==> config.mk <==
export PLATFORM = sky130hd
export DESIGN_NAME = reload_timer16
export DESIGN_NICKNAME = d
export VERILOG_FILES = /design/src/rtl/reload_timer16.sv
export SDC_FILE = /design/constraint.sdc
export NUM_CORES = 1
export LEC_CHECK = 0
export ABC_AREA = 0
export BUFFER_PORTS_ARGS = -buffer_cell sky130_fd_sc_hd__buf_4
export CORE_MARGIN = 2
export CORE_UTILIZATION = 40
export CTS_CLUSTER_SIZE = 40
export DETAILED_ROUTE_END_ITERATION = 10
export SLEW_MARGIN = 10
export SYNTH_ARGS = -nofsm -noshare
export SYNTH_HDL_FRONTEND = slang
export SYNTH_SLANG_ARGS = --single-unit
==> constraint.sdc <==
create_clock -name clk -period 5.83 [get_ports clk]
set_input_delay 1.749 -clock clk [delete_from_list [all_inputs] [get_ports clk]]
set_output_delay 1.749 -clock clk [all_outputs]
set_load 0.05 [all_outputs]
==> src/rtl/reload_timer16.sv <==
module reload_timer16 #(
  parameter int W = 16
) (
  input  logic         clk,
  input  logic         rst_n,
  input  logic         bus_wr,
  input  logic [1:0]   bus_addr,
  input  logic [W-1:0] bus_wdata,
  output logic [W-1:0] bus_rdata,
  input  logic [2:0]   casc_uf,
  input  logic         pin_in,
  output logic         tmr_out,
  output logic         uf_pulse
);

  logic         en, init;
  logic [2:0]   sel;
  logic [W-1:0] base, cbuf, cmp, cnt;
  logic [4:0]   pre;
  logic [2:0]   psync;
  logic         tick;

  wire pin_rise = psync[1] & ~psync[2];
  wire step     = en & ~init & tick;

  always_comb begin
    case (sel)
      3'd0:    tick = 1'b1;
      3'd1:    tick = &pre[2:0];
      3'd2:    tick = &pre;
      3'd4:    tick = casc_uf[0];
      3'd5:    tick = casc_uf[1];
      3'd6:    tick = casc_uf[2];
      3'd7:    tick = pin_rise;
      default: tick = 1'b0;
    endcase
  end

  always_comb begin
    case (bus_addr)
      2'd0:    bus_rdata = {{(W-8){1'b0}}, en, init, 3'b000, sel};
      2'd1:    bus_rdata = base;
      2'd2:    bus_rdata = cbuf;
      default: bus_rdata = cnt;
    endcase
  end

  always_ff @(posedge clk or negedge rst_n) begin
    if (!rst_n) begin
      en   <= 1'b0;
      init <= 1'b0;
      sel  <= '0;
      base <= '0;
      cbuf <= '0;
    end else if (bus_wr) begin
      case (bus_addr)
        2'd0: {en, init, sel} <= {bus_wdata[7:6], bus_wdata[2:0]};
        2'd1: base <= bus_wdata;
        2'd2: cbuf <= bus_wdata;
        default: ;
      endcase
    end
  end

  always_ff @(posedge clk or negedge rst_n) begin
    if (!rst_n) begin
      pre   <= '0;
      psync <= '0;
    end else begin
      pre   <= pre + 5'd1;
      psync <= {psync[1:0], pin_in};
    end
  end

  always_ff @(posedge clk or negedge rst_n) begin
    if (!rst_n) begin
      cnt      <= '0;
      cmp      <= '0;
      tmr_out  <= 1'b0;
      uf_pulse <= 1'b0;
    end else begin
      uf_pulse <= 1'b0;
      if (init) begin
        cnt     <= base;
        cmp     <= cbuf;
        tmr_out <= 1'b0;
      end else if (step) begin
        if (cnt == cmp) tmr_out <= ~tmr_out;
        if (cnt == '0) begin
          cnt      <= base;
          uf_pulse <= 1'b1;
        end else begin
          cnt <= cnt - 1'b1;
        end
      end
    end
  end

endmodule

Yosys cells after proc, flatten, opt, wreduce, memory -nomap -nowiden
Index checks and enable logic that the tools add are counted.

cells by class
  $add $sub $neg = 2
  $lt $le $gt $ge = 0
  muxes and demuxes = 11
  bitwise gates (word level) = 6
  div/mod/pow operators = 0
  shift operators = 0
  equal/unequal tests = 9
  reductions and logical operators = 11
  $mul = 0

operators by type and width
  kind                     number
  $mux W16                 3
  $pmux W16 S3             1
  $eq A16 B16 Y1           1
  $logic_not A16 Y1        1
  $sub A16 B1 Y16 const B  1
  $eq A3 B3 Y1 const B     4
  $reduce_and A2 Y1        4
  $pmux W1 S7              1
  $mux W1                  6
  $add A5 B1 Y5 const B    1
  $reduce_and A5 Y1        1
  $reduce_bool A2 Y1       2
  $and A1 B1 Y1            3
  $eq A3 B1 Y1 const B     1
  $eq A3 B2 Y1 const B     1
  $logic_not A3 Y1         1
  $not A1 Y1               3
  $reduce_and A3 Y1        1
  $eq A2 B1 Y1 const B     1
  $eq A2 B2 Y1 const B     1
  $logic_not A2 Y1         1

word-level totals
  bits in latches = 0
  memories kept = 0
  register bits = 79
  word-level logic and storage cells = 50
  RAM bits = 0
  input bits = 25
  memory bits (read-only) = 0
  output and inout bits = 18

Longest topological paths before layout
Gate-level depths: netlist (run 1).

  depth after elaboration = 6
  depth in mapped cells = 9

Worst setup path before layout (run 1)
Ideal clock, no wire load.

  path type = input-to-output
  start point = input port bus_addr[0]
  end point = output port bus_rdata[10]
  path slack = 0.902 ns
  stages on the path = 4
  path buffers = 2
  arrival time = 3.179 ns
  cell sequence = clkbuf_1 -> buf_1 -> mux2_2 -> a22o_1

between the ends
  longest elaborated chain between the ends = 2
  elaborated cells on any way between the ends = 4
  those cells by class = eq/ne: 2; mux: 1; reduce/logical: 1

RTL lines
  element                                     RTL line  source
  start, declared                             7         input logic [1:0] bus_addr,
  $eq A2 B2 Y1, or another cell as far along  40        case (bus_addr)
  $pmux W16 S3 (*)                            40
  end, declared                               9         output logic [W-1:0] bus_rdata,

Every way passes the cells marked *; elsewhere a longest branch is shown, timed or not.

Final worst setup path (run 1)
  start point = input port bus_addr[0]
  end point = output port bus_rdata[8]

Same word-level chain as after synthesis.

==> results of run 1 <==
-- per-layer routing --
metal | up-vias | share of wire | global-route usage
met2 | 58 | 0.46 | 0.2732
met4 | 0 | 0.013 | 0.05714
met1 | 1461 | 0.48 | 0.2514
met3 | 11 | 0.043 | 0.03556
li1 | 1348 | - | -
met5 | - | 0 | 0
-- worst max path at each step --
stage	start	to	slack [ps]	cells after the start
floorplan	bus_addr[0]	bus_rdata[10]	900	4
global placement	bus_addr[0]	bus_rdata[5]	1030	5
detailed placement	bus_addr[0]	bus_rdata[8]	1000	5
CTS	bus_addr[0]	bus_rdata[8]	1010	5
global route	bus_addr[0]	bus_rdata[5]	900	5
finish	bus_addr[0]	bus_rdata[8]	1040	5
-- logic make-up (layout without fill, tap and decap cells) --
group	count (synthesis)	in the layout	synth area share
AOI/OAI and AO/OA	53	53	0.09751
muxes	70	70	0.2073
adders and majority gates	5	5	0.01538
and+or+nand+nor	87	87	0.1181
buffers and inverters	31	68	0.03906
DFF	79	79	0.4860
xor gates and xnor gates	17	17	0.03660
-- registers in the layout, summed over array words and instances, names as in the netlist --
register / count
cmp: 16
tmr_out: 1
sel: 3
en: 1
cbuf: 16
uf_pulse: 1
psync: 3
cnt: 16
init: 1
pre: 5
base: 16
-- cell type report --
| type | count | area, µm² | share of cell area |
|---|---|---|---|
| multi-input combinational | 232 | 1938 | 0.4122 |
| clock inverter | 6 | 115.1 | 0.02448 |
| inverter | 6 | 22.52 | 0.004790 |
| tap | 133 | 166.4 | 0.03539 |
| sequential | 79 | 1977 | 0.4204 |
| timing repair buffer | 46 | 345.3 | 0.07344 |
| clock buffer | 10 | 137.6 | 0.02927 |
-- placed cells by master, fill, tap and decap left out, drive strengths merged, types with 3 or more instances in the layout --
cell	synthesis	layout
a21oi	5	5
nand4	4	4
dfrtp	79	79
inv	6	8
xor2	16	16
nor4	8	8
or3	5	5
or4	5	5
mux4	5	5
a211oi	5	5
nor2	28	28
mux2	64	64
o211ai	3	3
a22o	11	11
bufinv	0	3
nand2	8	8
o21ai	12	12
clkbuf	14	10
nor3	9	9
o221a	3	3
nand3	3	3
ha	5	5
buf	11	46
-- power by group through the flow --
stage	clock (µW)	sequential, µW	combinational [µW]
final	508	843	592
after global routing	549	867	645
after CTS	522	842	598
after detailed placement	0	853	594
after global placement	0	846	585
after floorplan	0	788	490
-- through the flow --
step	worst slack, ps	total power (µW)
2_1_floorplan	901.7	1277
3_3_place_gp	1028	1431
3_5_place_dp	1001	1448
4_1_cts	1008	1962
5_1_grt	900.5	2061
6_report	1035	1943
==> run metrics, run 1 <==
post-CTS setup buffer count=0; CTS buffer count=9; Diodes inserted=0; first-pass GRT wire length=15280 µm; antenna viol nets, final=0; Crit. End Element=primary output; Total Routed Length=about 9300 µm; CTS H-Tree Depth=3; CP Max Fanout=19; critical path, cell by cell=buf_4, nor2b_1, buf_4, a22o_1, buf_4; Max Cap Viol=0; cts hold-fix bufs=0; r2r setup slk=2580 ps; CP most frequent cell=buf_4; top-count cell post-synth=dfrtp_1; Layout Cells excl Fill=512; top cells by instance count after synthesis=79 x dfrtp_1, 64 x mux2_2, 28 x nor2_1; Worst EP arrival=between 3000 and 4000 ps; asr flop ratio synth=1.000; synth top area cells=dfrtp_1 49%, mux2_2 18%, xor2_1 3.4%; Clock Root Buffer=clkbuf_8; Vias/cell=between 5 and 6; max incr delay on CP=around 430 ps; placer congestion estimate=approximately 0.76; maximum clock path buffer count=2; Die Y=104.8 µm; r2r endpoint=cnt[2]; DR iter-0 viols=~170; Seq/Total Area, Yosys=0.4860; clock-pin slew on the worst setup and hold paths=approximately 80 ps; CP max stage cell=nor2b_1; clk_lat worst skew=between 300 and 400 ps; Final Hold Viols=0; first-pass iteration count of the detailed router=5; Synth area leader=dfrtp_1; FMAX=0.2086 GHz; Power Density=413.3 mW/mm²; Hold Path End=psync[1]; die area=around 0.011 mm²; sw frac=0.3521; CP Class=in -> out; most common flop cell mapped by yosys=dfrtp_1; layout filler cell count=between 900 and 1000; Tcrit/Tclk final=0.8225; setup TNS=0 ps; CTS tree=built; min-delay src=psync[0]; EDFF count, synth=0; final hold slack=354.5 ps; Syn Nets=approximately 370; critical path required time=~4100 ps; Worst-Margin Slew=roughly 1100 ps; layout cells sized above 1=0.3720; yosys warns=0; Crit Reg-Reg Startpoint=cnt[0]; vias=~2900; GRT Total Usage=0.1774; final core utilization=0.4788; Setup Viol. Count Final=0; post-route cell area=0.004702 mm²; peak supply drop=between 0.00015 and 0.0002 V; core area=just under 0.01 mm²; Remaining DRCs=0; proportion of power drawn by the clock network=0.262; Top delay family on crit path=buffers and inverters; LEAKAGE=around 0.002 µW; post-DP HPWL=between 6000 and 7000 µm; status=complete, no violations; proportion of netlist area held by the largest area contributor=0.4860; Avg Cell Area, Syn=roughly 12 µm²; distinct cell type count after synthesis=between 50 and 60; antenna violations before repair=0; Tmin final=around 4800 ps; gr ovfl total=0; Die Wd=around 100 µm; Hold Path Stages=0; DP Cell Count=496; I/O Buffers=between 40 and 50; site row count=36; Switching Power=just under 700 µW; Max Clock Skew=between 10 and 15 ps; HP Class=reg -> reg; largest net degree at the start of global routing=80; Worst Reg-to-Reg Cells=7; Post-Synthesis Cells=342; area grow syn2layout=15.60%; clk sinks=79; mapped cell area=a little over 0.004 mm²; Internal Power=approximately 1300 µW; Routed WL per cell=about 18 µm; max-slew violations=0; Crit path buffers/inverters=3; I/O Pins=43; Placed Instance Area=0.004449 mm²; Sequential Power Share=0.434; Final #Nets=404; RSZ-0062 raised after global routing=false; CP startpoint kind=primary input; Seq cells post-synth=79; Initial Util=0.4142; vias in the first global route=~2900; post-CTS sizing=0; Comb pwr share=0.305; Slew headroom=0.2954
(Power assumes the default switching activity.)
==> run 2, diff against run 1 <==
==> constraint.sdc (replaced) <==
create_clock -name clk -period 4 [get_ports clk]
set_input_delay 1.2 -clock clk [delete_from_list [all_inputs] [get_ports clk]]
set_output_delay 1.2 -clock clk [all_outputs]
set_load 0.05 [all_outputs]
==> run 2 against run 1 <==
Final cell count is 0.59% higher. Register-to-register slack worse by 1800 ps. Wire length is 0.60% higher. Largest power group unchanged. Die area stayed put. Sequential cell count stayed put. First-iteration DRC count is 9.8% higher. Clock-buffer cell count is 1 higher. Combinational power is 48% higher. Highest routed layer unchanged. Largest cell class unchanged. Critical path type unchanged. Cell area is 0.56% lower. Sequential power is 45% higher.
==> run metrics, run 2 (synthesis gave the netlist of run 1 again) <==
Worst-Margin Slew=about 1000 ps; post-DP HPWL=6190 µm; CTS tree=built; Final Hold Viols=0; Clock Root Buffer=clkbuf_8; peak supply drop=approximately 0.00023 V; largest net degree at the start of global routing=80; max-slew violations=0; antenna violations before repair=0; vias in the first global route=approximately 3000; Tcrit/Tclk final=0.8577; CTS H-Tree Depth=3; Max Clock Skew=7.212 ps; layout cells sized above 1=0.3770; final hold slack=about 350 ps; met2 usage=0.2829; Max Cap Viol=0; Tmin final=3431 ps; sw frac=0.3637; Worst EP arrival=approximately 2200 ps; Layout Cells excl Fill=between 500 and 600; DR iter-0 viols=approximately 190; antenna viol nets, final=0; Vias/cell=~5.6; first-pass iteration count of the detailed router=6; cts hold-fix bufs=0; Diodes inserted=0; CP most frequent cell=buf_4; Crit path buffers/inverters=3; clock-pin slew on the worst setup and hold paths=80 ps; site row count=36; HP Class=reg -> reg; post-CTS setup buffer count=0; Routed WL per cell=~18 µm; proportion of power drawn by the clock network=0.224; DP Cell Count=500; LEAKAGE=0.001969 µW; GRT Total Usage=0.1820; Power Density=578.4 mW/mm²; clk_lat worst skew=340 ps; Comb pwr share=0.325; Setup Viol. Count Final=0; CP Max Fanout=19; placer congestion estimate=between 0.8 and 0.9; Remaining DRCs=0; vias=approximately 2900; first-pass GRT wire length=about 16000 µm; post-CTS sizing=0; gr ovfl total=0; RSZ-0062 raised after global routing=false; clk sinks=between 70 and 80; I/O Buffers=between 40 and 50; Die Y=roughly 100 µm; CTS buffer count=9; maximum clock path buffer count=2; I/O Pins=43; Internal Power=~1700 µW; status=complete, no violations; max incr delay on CP=about 270 ps; Final #Nets=approximately 410; CP max stage cell=buf_4; critical path, cell by cell=buf_4, nor2b_1, buf_4, a22o_1, buf_4; Sequential Power Share=0.452; GR peak layer=met2; setup TNS=0 ps; Slew headroom=0.3266; core area=0.009819 mm²; Initial Util=0.4142; CP Class=in -> out; met3 Track Usage GR=0.03556; Total Routed Length=between 9000 and 10000 µm; die area=about 0.011 mm²; most common cell after layout, fill and taps aside=dfrtp_1; FMAX=0.2915 GHz; critical path required time=2800 ps; area grow syn2layout=14.95%; CP startpoint kind=primary input; Switching Power=between 900 and 1000 µW; Die Wd=about 100 µm; Top delay family on crit path=buffers and inverters; Crit. End Element=primary output; commonest non-fill, non-tap cells in the layout=79 x dfrtp_1, 64 x mux2_2, 50 x buf_4; met1 Usage GRT=0.2594
## run 2: worst reg2reg max path, delay by kind of cell, from the launching register on
kind | cells | cell delay (ps)
flops | 1 | 460
buf+inv | 1 | 130
simple gates | 3 | 1540
compound gates | 2 | 850
fa+ha+maj | 1 | 150
## run 2: stage by stage
step	total power (µW)	util	instance area [µm²]	setup WS, ps
3_3_place_gp	2100	0.4562	4479	549.5
5_1_grt	2875	0.4762	4676	505.1
6_report	2705	0.4762	4676	569.3
4_1_cts	2727	0.4762	4676	553.9
2_1_floorplan	1862	-	4068	169.7
3_5_place_dp	2121	0.4562	4479	560.6
## run 2: power groups by stage
stage / clock, µW / combinational [µW] / sequential [µW]
floorplan: 0 / 714 / 1150
global placement: 0 / 871 / 1230
detailed placement: 0 / 885 / 1240
CTS: 618 / 889 / 1220
global route: 655 / 959 / 1260
finish: 605 / 878 / 1220
## run 2: final timing paths
path	cells after the start	to	startpoint	slack, ps
max	5	bus_rdata[8]	bus_addr[0]	570
min	0	psync[1]	psync[0]	350
max reg2reg	7	cnt[2]	cnt[0]	760
min reg2reg	0	psync[1]	psync[0]	350
max in group asynchronous	1	en	rst_n	2330
min in group asynchronous	1	base[12]	rst_n	1010
## run 2: cell type report
type / instances / area [µm²]
clock inverters: 4 / 45.04
clock buffers: 11 / 151.4
fillers: 947 / 5144
inverters: 6 / 22.52
repair buffers: 50 / 375.4
multi-input cells: 232 / 1938
flip-flops and latches: 79 / 1977
well taps: 133 / 166.4
## run 2: per-layer routing
metal	part of all wire	routed length (µm)	vias to the layer above
met5	0	0	-
met4	0.0060	56	0
met3	0.028	258	7
met2	0.47	4382	55
met1	0.50	4624	1463
li1	-	-	1339
